File: src/rtl/sramc_pkg.sv
`timescale 1ns/100ps
package sramc_pkg;

  typedef enum logic [1:0] {
    PH_IDLE    = 2'd0,
    PH_SETUP   = 2'd1,
    PH_ACTIVE  = 2'd2,
    PH_RECOVER = 2'd3
  } phase_e;

  // Memory-side control pins, active low except the driver enable.
  typedef struct packed {
    logic ce_n;
    logic oe_n;
    logic we_n;
    logic drv;
  } strobe_t;

  localparam strobe_t STROBE_QUIET = '{ce_n: 1'b1, oe_n: 1'b1, we_n: 1'b1, drv: 1'b0};

  function automatic int cdiv(input int num, input int den);
    return (num + den - 1) / den;
  endfunction

  function automatic int imax(input int a, input int b);
    return (a > b) ? a : b;
  endfunction

  // Pin pattern held during a phase; only the strobe phase depends on direction.
  function automatic strobe_t strobe_for(input phase_e ph, input logic is_store);
    strobe_t s;
    s = STROBE_QUIET;
    case (ph)
      PH_SETUP: s.ce_n = 1'b0;
      PH_ACTIVE: begin
        s.ce_n = 1'b0;
        if (is_store) begin
          s.we_n = 1'b0;
          s.drv  = 1'b1;
        end else begin
          s.oe_n = 1'b0;
        end
      end
      default: s = STROBE_QUIET;
    endcase
    return s;
  endfunction

endpackage

File: src/rtl/sramc_phase_timer.sv
`timescale 1ns/100ps
module sramc_phase_timer #(
  parameter int CW = 2
) (
  input  logic          clk,
  input  logic          rst_n,
  input  logic          load,
  input  logic [CW-1:0] load_val,
  output logic          expired
);

  logic [CW-1:0] cnt_q;

  always_ff @(posedge clk) begin
    if (!rst_n) begin
      cnt_q <= '0;
    end else if (load) begin
      cnt_q <= load_val;
    end else if (cnt_q != '0) begin
      cnt_q <= cnt_q - 1'b1;
    end
  end

  assign expired = (cnt_q == '0);

endmodule

File: src/rtl/sramc_datapath.sv
`timescale 1ns/100ps
module sramc_datapath #(
  parameter int AW = 15,
  parameter int DW = 8
) (
  input  logic          clk,
  input  logic          rst_n,
  input  logic          accept,
  input  logic          req_we,
  input  logic [AW-1:0] req_addr,
  input  logic [DW-1:0] req_wdata,
  input  logic          capture,
  input  logic [DW-1:0] bus_in,
  output logic          op_store,
  output logic [AW-1:0] addr_q,
  output logic [DW-1:0] wdata_q,
  output logic [DW-1:0] rdata_q
);

  // Operation fields are frozen at acceptance so the memory sees a stable
  // address and data for the whole access.
  always_ff @(posedge clk) begin
    if (!rst_n) begin
      op_store <= 1'b0;
      addr_q   <= '0;
      wdata_q  <= '0;
    end else if (accept) begin
      op_store <= req_we;
      addr_q   <= req_addr;
      wdata_q  <= req_wdata;
    end
  end

  always_ff @(posedge clk) begin
    if (!rst_n) begin
      rdata_q <= '0;
    end else if (capture) begin
      rdata_q <= bus_in;
    end
  end

endmodule

File: src/rtl/sram_async_ctrl.sv
`timescale 1ns/100ps
module sram_async_ctrl
  import sramc_pkg::*;
#(
  parameter int AW          = 15,
  parameter int DW          = 8,
  parameter int CLK_PS      = 5000,
  parameter int T_ASU_PS    = 0,     // address setup before strobe
  parameter int T_WPULSE_PS = 6500,  // write strobe width, output enable inactive
  parameter int T_AWE_PS    = 6500,  // address valid to write end
  parameter int T_DSU_PS    = 5000,  // data setup to write end
  parameter int T_ACC_PS    = 8000,  // address access
  parameter int T_OEACC_PS  = 4000,  // output-enable access
  parameter int T_RELEASE_PS= 4000,  // memory output release after deselect
  parameter int T_CYCLE_PS  = 8000   // minimum access cycle
) (
  input  logic          clk,
  input  logic          rst_n,
  input  logic          req_valid,
  output logic          req_ready,
  input  logic          req_we,
  input  logic [AW-1:0] req_addr,
  input  logic [DW-1:0] req_wdata,
  output logic          rsp_valid,
  output logic [DW-1:0] rsp_rdata,
  output logic          mem_ce_n,
  output logic          mem_oe_n,
  output logic          mem_we_n,
  output logic [AW-1:0] mem_addr,
  output logic [DW-1:0] mem_dq_out,
  input  logic [DW-1:0] mem_dq_in,
  output logic          mem_dq_oe
);

  localparam int SETUP_CYC = imax(1, cdiv(T_ASU_PS, CLK_PS));
  localparam int WR_CYC    = imax(1, cdiv(imax(T_WPULSE_PS, imax(T_AWE_PS, T_DSU_PS)), CLK_PS));
  localparam int RD_CYC    = imax(1, imax(cdiv(T_OEACC_PS, CLK_PS),
                                          cdiv(T_ACC_PS, CLK_PS) - SETUP_CYC));
  localparam int REC_CYC   = imax(imax(1, cdiv(T_RELEASE_PS, CLK_PS)),
                                  cdiv(T_CYCLE_PS, CLK_PS) - SETUP_CYC - imax(WR_CYC, RD_CYC));
  localparam int MAX_CYC   = imax(imax(SETUP_CYC, REC_CYC), imax(WR_CYC, RD_CYC));
  localparam int CW        = $clog2(MAX_CYC + 1);

  phase_e        ph_q, ph_d;
  logic          ph_done;
  logic          accept;
  logic          op_store;
  logic          load;
  logic [CW-1:0] load_val;
  logic          strobe_end;
  strobe_t       strb_q;
  logic          rsp_q;

  assign req_ready  = (ph_q == PH_IDLE);
  assign accept     = req_valid && req_ready;
  assign strobe_end = (ph_q == PH_ACTIVE) && ph_done;

  always_comb begin
    ph_d = ph_q;
    case (ph_q)
      PH_IDLE:    if (req_valid) ph_d = PH_SETUP;
      PH_SETUP:   if (ph_done)   ph_d = PH_ACTIVE;
      PH_ACTIVE:  if (ph_done)   ph_d = PH_RECOVER;
      PH_RECOVER: if (ph_done)   ph_d = PH_IDLE;
      default:                   ph_d = PH_IDLE;
    endcase
  end

  assign load = (ph_d != ph_q);

  always_comb begin
    case (ph_d)
      PH_SETUP:   load_val = CW'(SETUP_CYC - 1);
      PH_ACTIVE:  load_val = op_store ? CW'(WR_CYC - 1) : CW'(RD_CYC - 1);
      PH_RECOVER: load_val = CW'(REC_CYC - 1);
      default:    load_val = '0;
    endcase
  end

  always_ff @(posedge clk) begin
    if (!rst_n) begin
      ph_q   <= PH_IDLE;
      strb_q <= STROBE_QUIET;
      rsp_q  <= 1'b0;
    end else begin
      ph_q   <= ph_d;
      strb_q <= strobe_for(ph_d, op_store);
      rsp_q  <= strobe_end;
    end
  end

  sramc_phase_timer #(.CW(CW)) u_timer (
    .clk      (clk),
    .rst_n    (rst_n),
    .load     (load),
    .load_val (load_val),
    .expired  (ph_done)
  );

  sramc_datapath #(.AW(AW), .DW(DW)) u_data (
    .clk       (clk),
    .rst_n     (rst_n),
    .accept    (accept),
    .req_we    (req_we),
    .req_addr  (req_addr),
    .req_wdata (req_wdata),
    .capture   (strobe_end && !op_store),
    .bus_in    (mem_dq_in),
    .op_store  (op_store),
    .addr_q    (mem_addr),
    .wdata_q   (mem_dq_out),
    .rdata_q   (rsp_rdata)
  );

  assign mem_ce_n  = strb_q.ce_n;
  assign mem_oe_n  = strb_q.oe_n;
  assign mem_we_n  = strb_q.we_n;
  assign mem_dq_oe = strb_q.drv;
  assign rsp_valid = rsp_q;

  // Acceptance closes the request side until recovery is over.
  p_ready_drop_r2: assert property (@(posedge clk) disable iff (!rst_n)
    accept |=> !req_ready);

  // The write strobe never overlaps output enable.
  p_we_oe_excl_r4: assert property (@(posedge clk) disable iff (!rst_n)
    !mem_we_n |-> mem_oe_n);

  // The driver is only on inside the store window.
  p_drv_window_r5: assert property (@(posedge clk) disable iff (!rst_n)
    mem_dq_oe |-> (!mem_we_n && !mem_ce_n));

  // A strobe falls only after chip select has been low a cycle.
  p_setup_first_r6: assert property (@(posedge clk) disable iff (!rst_n)
    ($fell(mem_we_n) || $fell(mem_oe_n)) |-> $past(!mem_ce_n));

  // Address is frozen while the memory is selected.
  p_addr_steady_r6: assert property (@(posedge clk) disable iff (!rst_n)
    (!mem_ce_n && $past(!mem_ce_n)) |-> $stable(mem_addr));

  // Completion is a single-cycle pulse.
  p_rsp_pulse_r8: assert property (@(posedge clk) disable iff (!rst_n)
    rsp_valid |=> !rsp_valid);

  // Output enable waits a cycle after the driver lets go.
  p_turnaround_r9: assert property (@(posedge clk) disable iff (!rst_n)
    !mem_oe_n |-> (!mem_dq_oe && !$past(mem_dq_oe)));

endmodule

File: config.mk
export PLATFORM = sky130hd
export DESIGN_NAME = sram_async_ctrl
export DESIGN_NICKNAME = d
export VERILOG_FILES = /design/src/rtl/sramc_pkg.sv /design/src/rtl/sramc_phase_timer.sv /design/src/rtl/sramc_datapath.sv /design/src/rtl/sram_async_ctrl.sv
export SDC_FILE = /design/constraint.sdc
export NUM_CORES = 1
export LEC_CHECK = 0
export BUFFER_PORTS_ARGS = -buffer_cell sky130_fd_sc_hd__buf_2
export CORE_MARGIN = 2
export CORE_UTILIZATION = 49
export CTS_CLUSTER_DIAMETER = 60
export CTS_CLUSTER_SIZE = 30
export DETAILED_ROUTE_END_ITERATION = 8
export PLACE_DENSITY = 0.89
export SLEW_MARGIN = 40
export SYNTH_ARGS = -nofsm -noshare
export SYNTH_HDL_FRONTEND = slang
export SYNTH_SLANG_ARGS = --single-unit
File: constraint.sdc
create_clock -name clk -period 4.9 [get_ports clk]
set_input_delay 0.49 -clock clk [delete_from_list [all_inputs] [get_ports clk]]
set_output_delay 0.49 -clock clk [all_outputs]
set_load 0.03 [all_outputs]
# --- Word-level counts from Yosys, hierarchy flattened ---
# Index checks and enable logic that the tools add are counted.
totals:
  register_bits: 41
  latch_bits: 0
  ramBits: 0
  romBits: 0
  input_bits: 35
  elab_cells: 40
  n_memories: 0
classes:
  n_addsub: 1
  n_mul: 0
  n_div: 0
  magnitude_cmp: 0
  n_eq_ne: 6
  n_shift: 0
  mux: 12
  bitwise: 0
  n_reduce_logical: 10
ops:
  columns: ["op", "count"]
  rows:
  - ["$mux W2", 7]
  - ["$pmux W2 S4", 1]
  - ["$eq A2 B2 Y1 const B", 3]
  - ["$eq A2 B1 Y1 const B", 2]
  - ["$logic_not A2 Y1", 2]
  - ["$mux W1", 4]
  - ["$reduce_bool A2 Y1", 2]
  - ["$logic_and A1 B1 Y1", 3]
  - ["$ne A2 B2 Y1", 1]
  - ["$reduce_and A2 Y1", 1]
  - ["$reduce_or A2 Y1", 1]
  - ["$sub A2 B1 Y2 const B", 1]
  - ["$logic_not A1 Y1", 1]

# --- Logic depth before layout (Yosys ltp) ---
logic_depth:
  ltp_word: 6
  depth_mapped: 9
  depth_no_buf: 9

# --- Hierarchy ---
# A second synthesis with hierarchy kept.
unflattened:
  cells_unflattened: 143
  area_unflattened_um2: 1651.6
modules_own_cells:
  columns: ["module", "n_inst", "cells_per_inst", "area_per_inst_um2", "seq_area_each_um2"]
  rows:
  - ["sramc_datapath", 1, 103, 1231.2, 640.6]
  - ["sram_async_ctrl", 1, 27, 296.5, 140.1]
  - ["sramc_phase_timer", 1, 13, 123.9, 40.0]

# --- Worst setup path after synthesis ---
# OpenSTA, ideal clock, no wires.
synth_timing:
  path_kind: "input -> register"
  from: "input req_valid"
  to: "register u_timer.cnt_q[0]"
  arrival_ns: 1.544
  required_ns: 4.779
  setup_slack_ns: 3.235
  cell_stages: 7
  path_cell_list: "nor3b_4 buf_4 nor3_1 ha_1 and3_1 o21ai_0 o21ai_1"
synth_via:
  elab_chain_len: 5
  elab_cells_between_ends: 7
  classes_between: "eq/ne (2); mux (4); reduce/logical (1)"
synth_rtl:
  columns: ["element", "line_no", "rtl"]
  rows:
  - ["from (decl)", "sram_async_ctrl.sv:19", "input logic req_valid,"]
  - ["$mux W2 *", "sram_async_ctrl.sv:61", "PH_IDLE: if (req_valid) ph_d = PH_SETUP;"]
  - ["$pmux W2 S4 *", "sram_async_ctrl.sv:60", "case (ph_q)"]
  - ["$eq A2 B2 Y1", "sram_async_ctrl.sv:72", "case (ph_d)"]
  - ["$mux W1", "sram_async_ctrl.sv:72", null]
  - ["$mux W2", "sramc_phase_timer.sv:17", "end else if (load) begin"]
  - ["to (signal assigned)", "sramc_phase_timer.sv:18", "cnt_q <= load_val;"]
  - ["to (signal assigned)", "sramc_phase_timer.sv:20", "cnt_q <= cnt_q - 1'b1;"]
  - ["to (decl)", "sramc_phase_timer.sv:12", "logic [CW-1:0] cnt_q;"]
# Mark *: on every way between the ends. The rest lies on a longest branch, timed or not.
# A chain may end at the register's enable or synchronous reset.

# --- Final worst setup path ---
layout_timing:
  from: "register ph_q[1]"
  to: "register u_timer.cnt_q[0]"
layout_via:
  elab_chain_len: 5
  elab_cells_between_ends: 14
  classes_between: "eq/ne (5); mux (7); reduce/logical (2)"
layout_rtl:
  columns: ["element", "line_no", "rtl"]
  rows:
  - ["from (decl)", "sram_async_ctrl.sv:44", "phase_e ph_q, ph_d;"]
  - ["from (signal assigned)", "sram_async_ctrl.sv:86", "ph_q <= ph_d;"]
  - ["$eq A2 B2 Y1 (tied with other cells)", "sram_async_ctrl.sv:60", null]
  - ["$pmux W2 S4", "sram_async_ctrl.sv:60", null]
  - ["$eq A2 B2 Y1", "sram_async_ctrl.sv:72", null]
  - ["$mux W1", "sram_async_ctrl.sv:72", null]
  - ["$mux W2", "sramc_phase_timer.sv:17", null]
# Several ways; a longest one is shown, not always the timed one.

==> metrics.cfg <==
[status]
status=completed

[synthesis]
synth-seq-cells=41
synth_warnings=0
synthFlopType=dfxtp_1
synthArstFlopShare_pct=0
syn_area_per_cell_um2=8.50
synth_edf_count=0
syn_nets=218
syn_area_um2=1540
syn-instance-count=181
yosys.cell_types.count=31
ys_seq_area_share_pct=53.3

[cells_and_area]
drive_above_1_share_pct=32.8
stdcell_count=291
nets=284
diodes=0
syn2layout_area_growth_pct=24.3
nFillCells=275
final_cell_mix=buf_2, nand2_1, dfxtp_1, a21oi_1, o21ai_0
final_common_cell=buf_2

[routing]
postRouteAntennaNets=0
drt_pass1_iterations=4
wl_per_cell_um=10.2
drt_wl_total_mm=2.96
drt-initial-drc-count=69
num_vias=1368
drc=0
vias_per_cell=4.70

[clock_network]
ctsRootBufferMaster=clkbuf_4
cts_tree=yes
ctsResizeCount=0
cts_hold_buf=0
clkLatencyLatePin_ns=0.34
post_cts_buffers=0
h-tree-depth=2
clkTransAtPathRegs_ns=0.11
clk_path_buf_depth=2
clkSinkCount=41
numCtsBuffers=5

[sta]
fin_crit_ns=1.70
fmax_mhz=589
timing.final.crit_share_pct=34.6
setup_violations=0
skew_ns=0.00875
setup_ws_ns=3.20
rsz0062_at_grt=false
final_hold_viol_count=0
slew_viol_final=0
slew_headroom_pct=53.6
finalSetupTns_ns=0
worstMarginPinSlew_ns=0.692

[floorplan]
dieArea_um2=3600
start_util_pct=50.8
coreArea_um2=3030
fp.dieH_um=60.0
die_x_um=60.0
ios=72
rows=20

[placed_design]
dp_slack_ns=2.96
place_inst=284
gp_congestion=0.746
port_buffers=71
dp.final_hpwl_mm=2.16

[grt]
grt_first_pass_wirelength_mm=4.59
antenna_found_initial=0
grt_max_degree=28
track_usage_pct=17.2
grt_pass1_vias=1135
grt_overflow=0

[power]
ir_drop_uv=300
leakage_uw=0.000886
p_per_area_nw_per_um2=448

[worst_setup_path]
crit_chain=nor3b_4 -> nor3_1 -> ha_1 -> and3_1 -> o21ai_0 -> o21ai_1
crit_fanout=13
critical-path-top-delay-family=simple AND/OR/NAND/NOR gates
worst_ep_required_time_ns=5.11
crit_start=ph_q[1]
crit_arrival_ns=1.91
slowest_delay_ns=0.50
critPathKind=reg -> reg
startpoint_type=flop
timing.rr.start=ph_q[1]
path_buf_inv=0
cp-end-kind=flop
critPathSlowestCell=nor3b_4

[worst_hold_path]
hold_path_class=in -> reg
hp-start=req_we

[run]
maxCapViolations=0

through the flow:
| stage | area [um^2] | power, uW | util [%] | hold WS [ns] |
|---|---|---|---|---|
| 2_1_floorplan | 1540 | 649 | - | 0.432 |
| 3_3_place_gp | 1850 | 694 | 61.1 | 0.439 |
| 3_5_place_dp | 1860 | 702 | 61.4 | 0.446 |
| 4_1_cts | 1910 | 866 | 63.2 | 0.360 |
| 5_1_grt | 1910 | 915 | 63.2 | 0.344 |
| 6_report | 1910 | 857 | 63.2 | 0.373 |
area by class of cell:
type / count / area, um^2 / area share (%)
multi-input cells: 123 / 604 / 31.6
flip-flops and latches: 41 / 821 / 42.9
clock buffers: 7 / 55.1 / 2.88
well taps: 44 / 55.1 / 2.88
repair buffers: 72 / 363 / 19.0
inverters: 4 / 15.0 / 0.785
synthesized netlist by cell type (all sizes together), types with 2 or more instances:
| cell | count | area, um^2 |
|---|---|---|
| nor3 | 2 | 10.0 |
| nand3 | 8 | 40.0 |
| a21oi | 25 | 125 |
| clkbuf | 5 | 18.8 |
| buf | 8 | 80.1 |
| o21ai | 10 | 50.0 |
| nor2 | 3 | 11.3 |
| dfxtp | 41 | 821 |
| ha | 2 | 25.0 |
| nand2 | 59 | 224 |
| inv | 3 | 11.3 |
tightest hold or removal path, delay by kind of cell:
kind / cells / cell delay (ns)
buf+inv: 1 / 0.09
simple gates: 1 / 0.04
compound gates: 1 / 0.05
report_power, final:
group | total (uW) | leakage (uW) | switching [uW] | internal, uW
combinational | 281 | 0.000519 | 190 | 91.5
clock | 165 | 0.0000314 | 97.0 | 67.8
sequential | 411 | 0.000335 | 29.8 | 381
total | 857 | 0.000886 | 316 | 540
flip-flops by register name, summed over array words and instances, names as in the netlist:
signal / count
u_data.wdata_q: 8
u_data.rdata_q: 8
ph_q: 2
mem_we_n: 1
mem_dq_oe: 1
u_data.addr_q: 15
mem_oe_n: 1
rsp_valid: 1
u_timer.cnt_q: 2
u_data.op_store: 1
mem_ce_n: 1
logic make-up (layout without fill, tap and decap cells):
| group | after synthesis | count (layout) | synth area share, % |
|---|---|---|---|
| flops | 41 | 41 | 53.3 |
| buf+inv | 17 | 83 | 7.40 |
| xor+xnor | 1 | 1 | 0.569 |
| compound gates | 38 | 38 | 12.9 |
| fa+ha+maj | 2 | 2 | 1.63 |
| simple gates | 82 | 82 | 24.1 |
path summary, 6_finish.rpt:
kind | slack (ns) | depth (start not counted) | to
max | 3.20 | 6 | u_timer.cnt_q[0]
min | 0.37 | 3 | u_data.op_store
max reg2reg | 3.20 | 6 | u_timer.cnt_q[0]
min reg2reg | 0.46 | 2 | u_data.addr_q[10]
metal layers:
metal	global-route usage [%]	share of wire, %	wire length, um	vias up
met3	9.52	11	311	5
met1	19.1	46	1350	582
met4	5.71	1.4	40	0
met5	0	0	0	-
li1	-	-	-	725
met2	28.0	42	1260	56
Power figures use the tool's default switching activity.
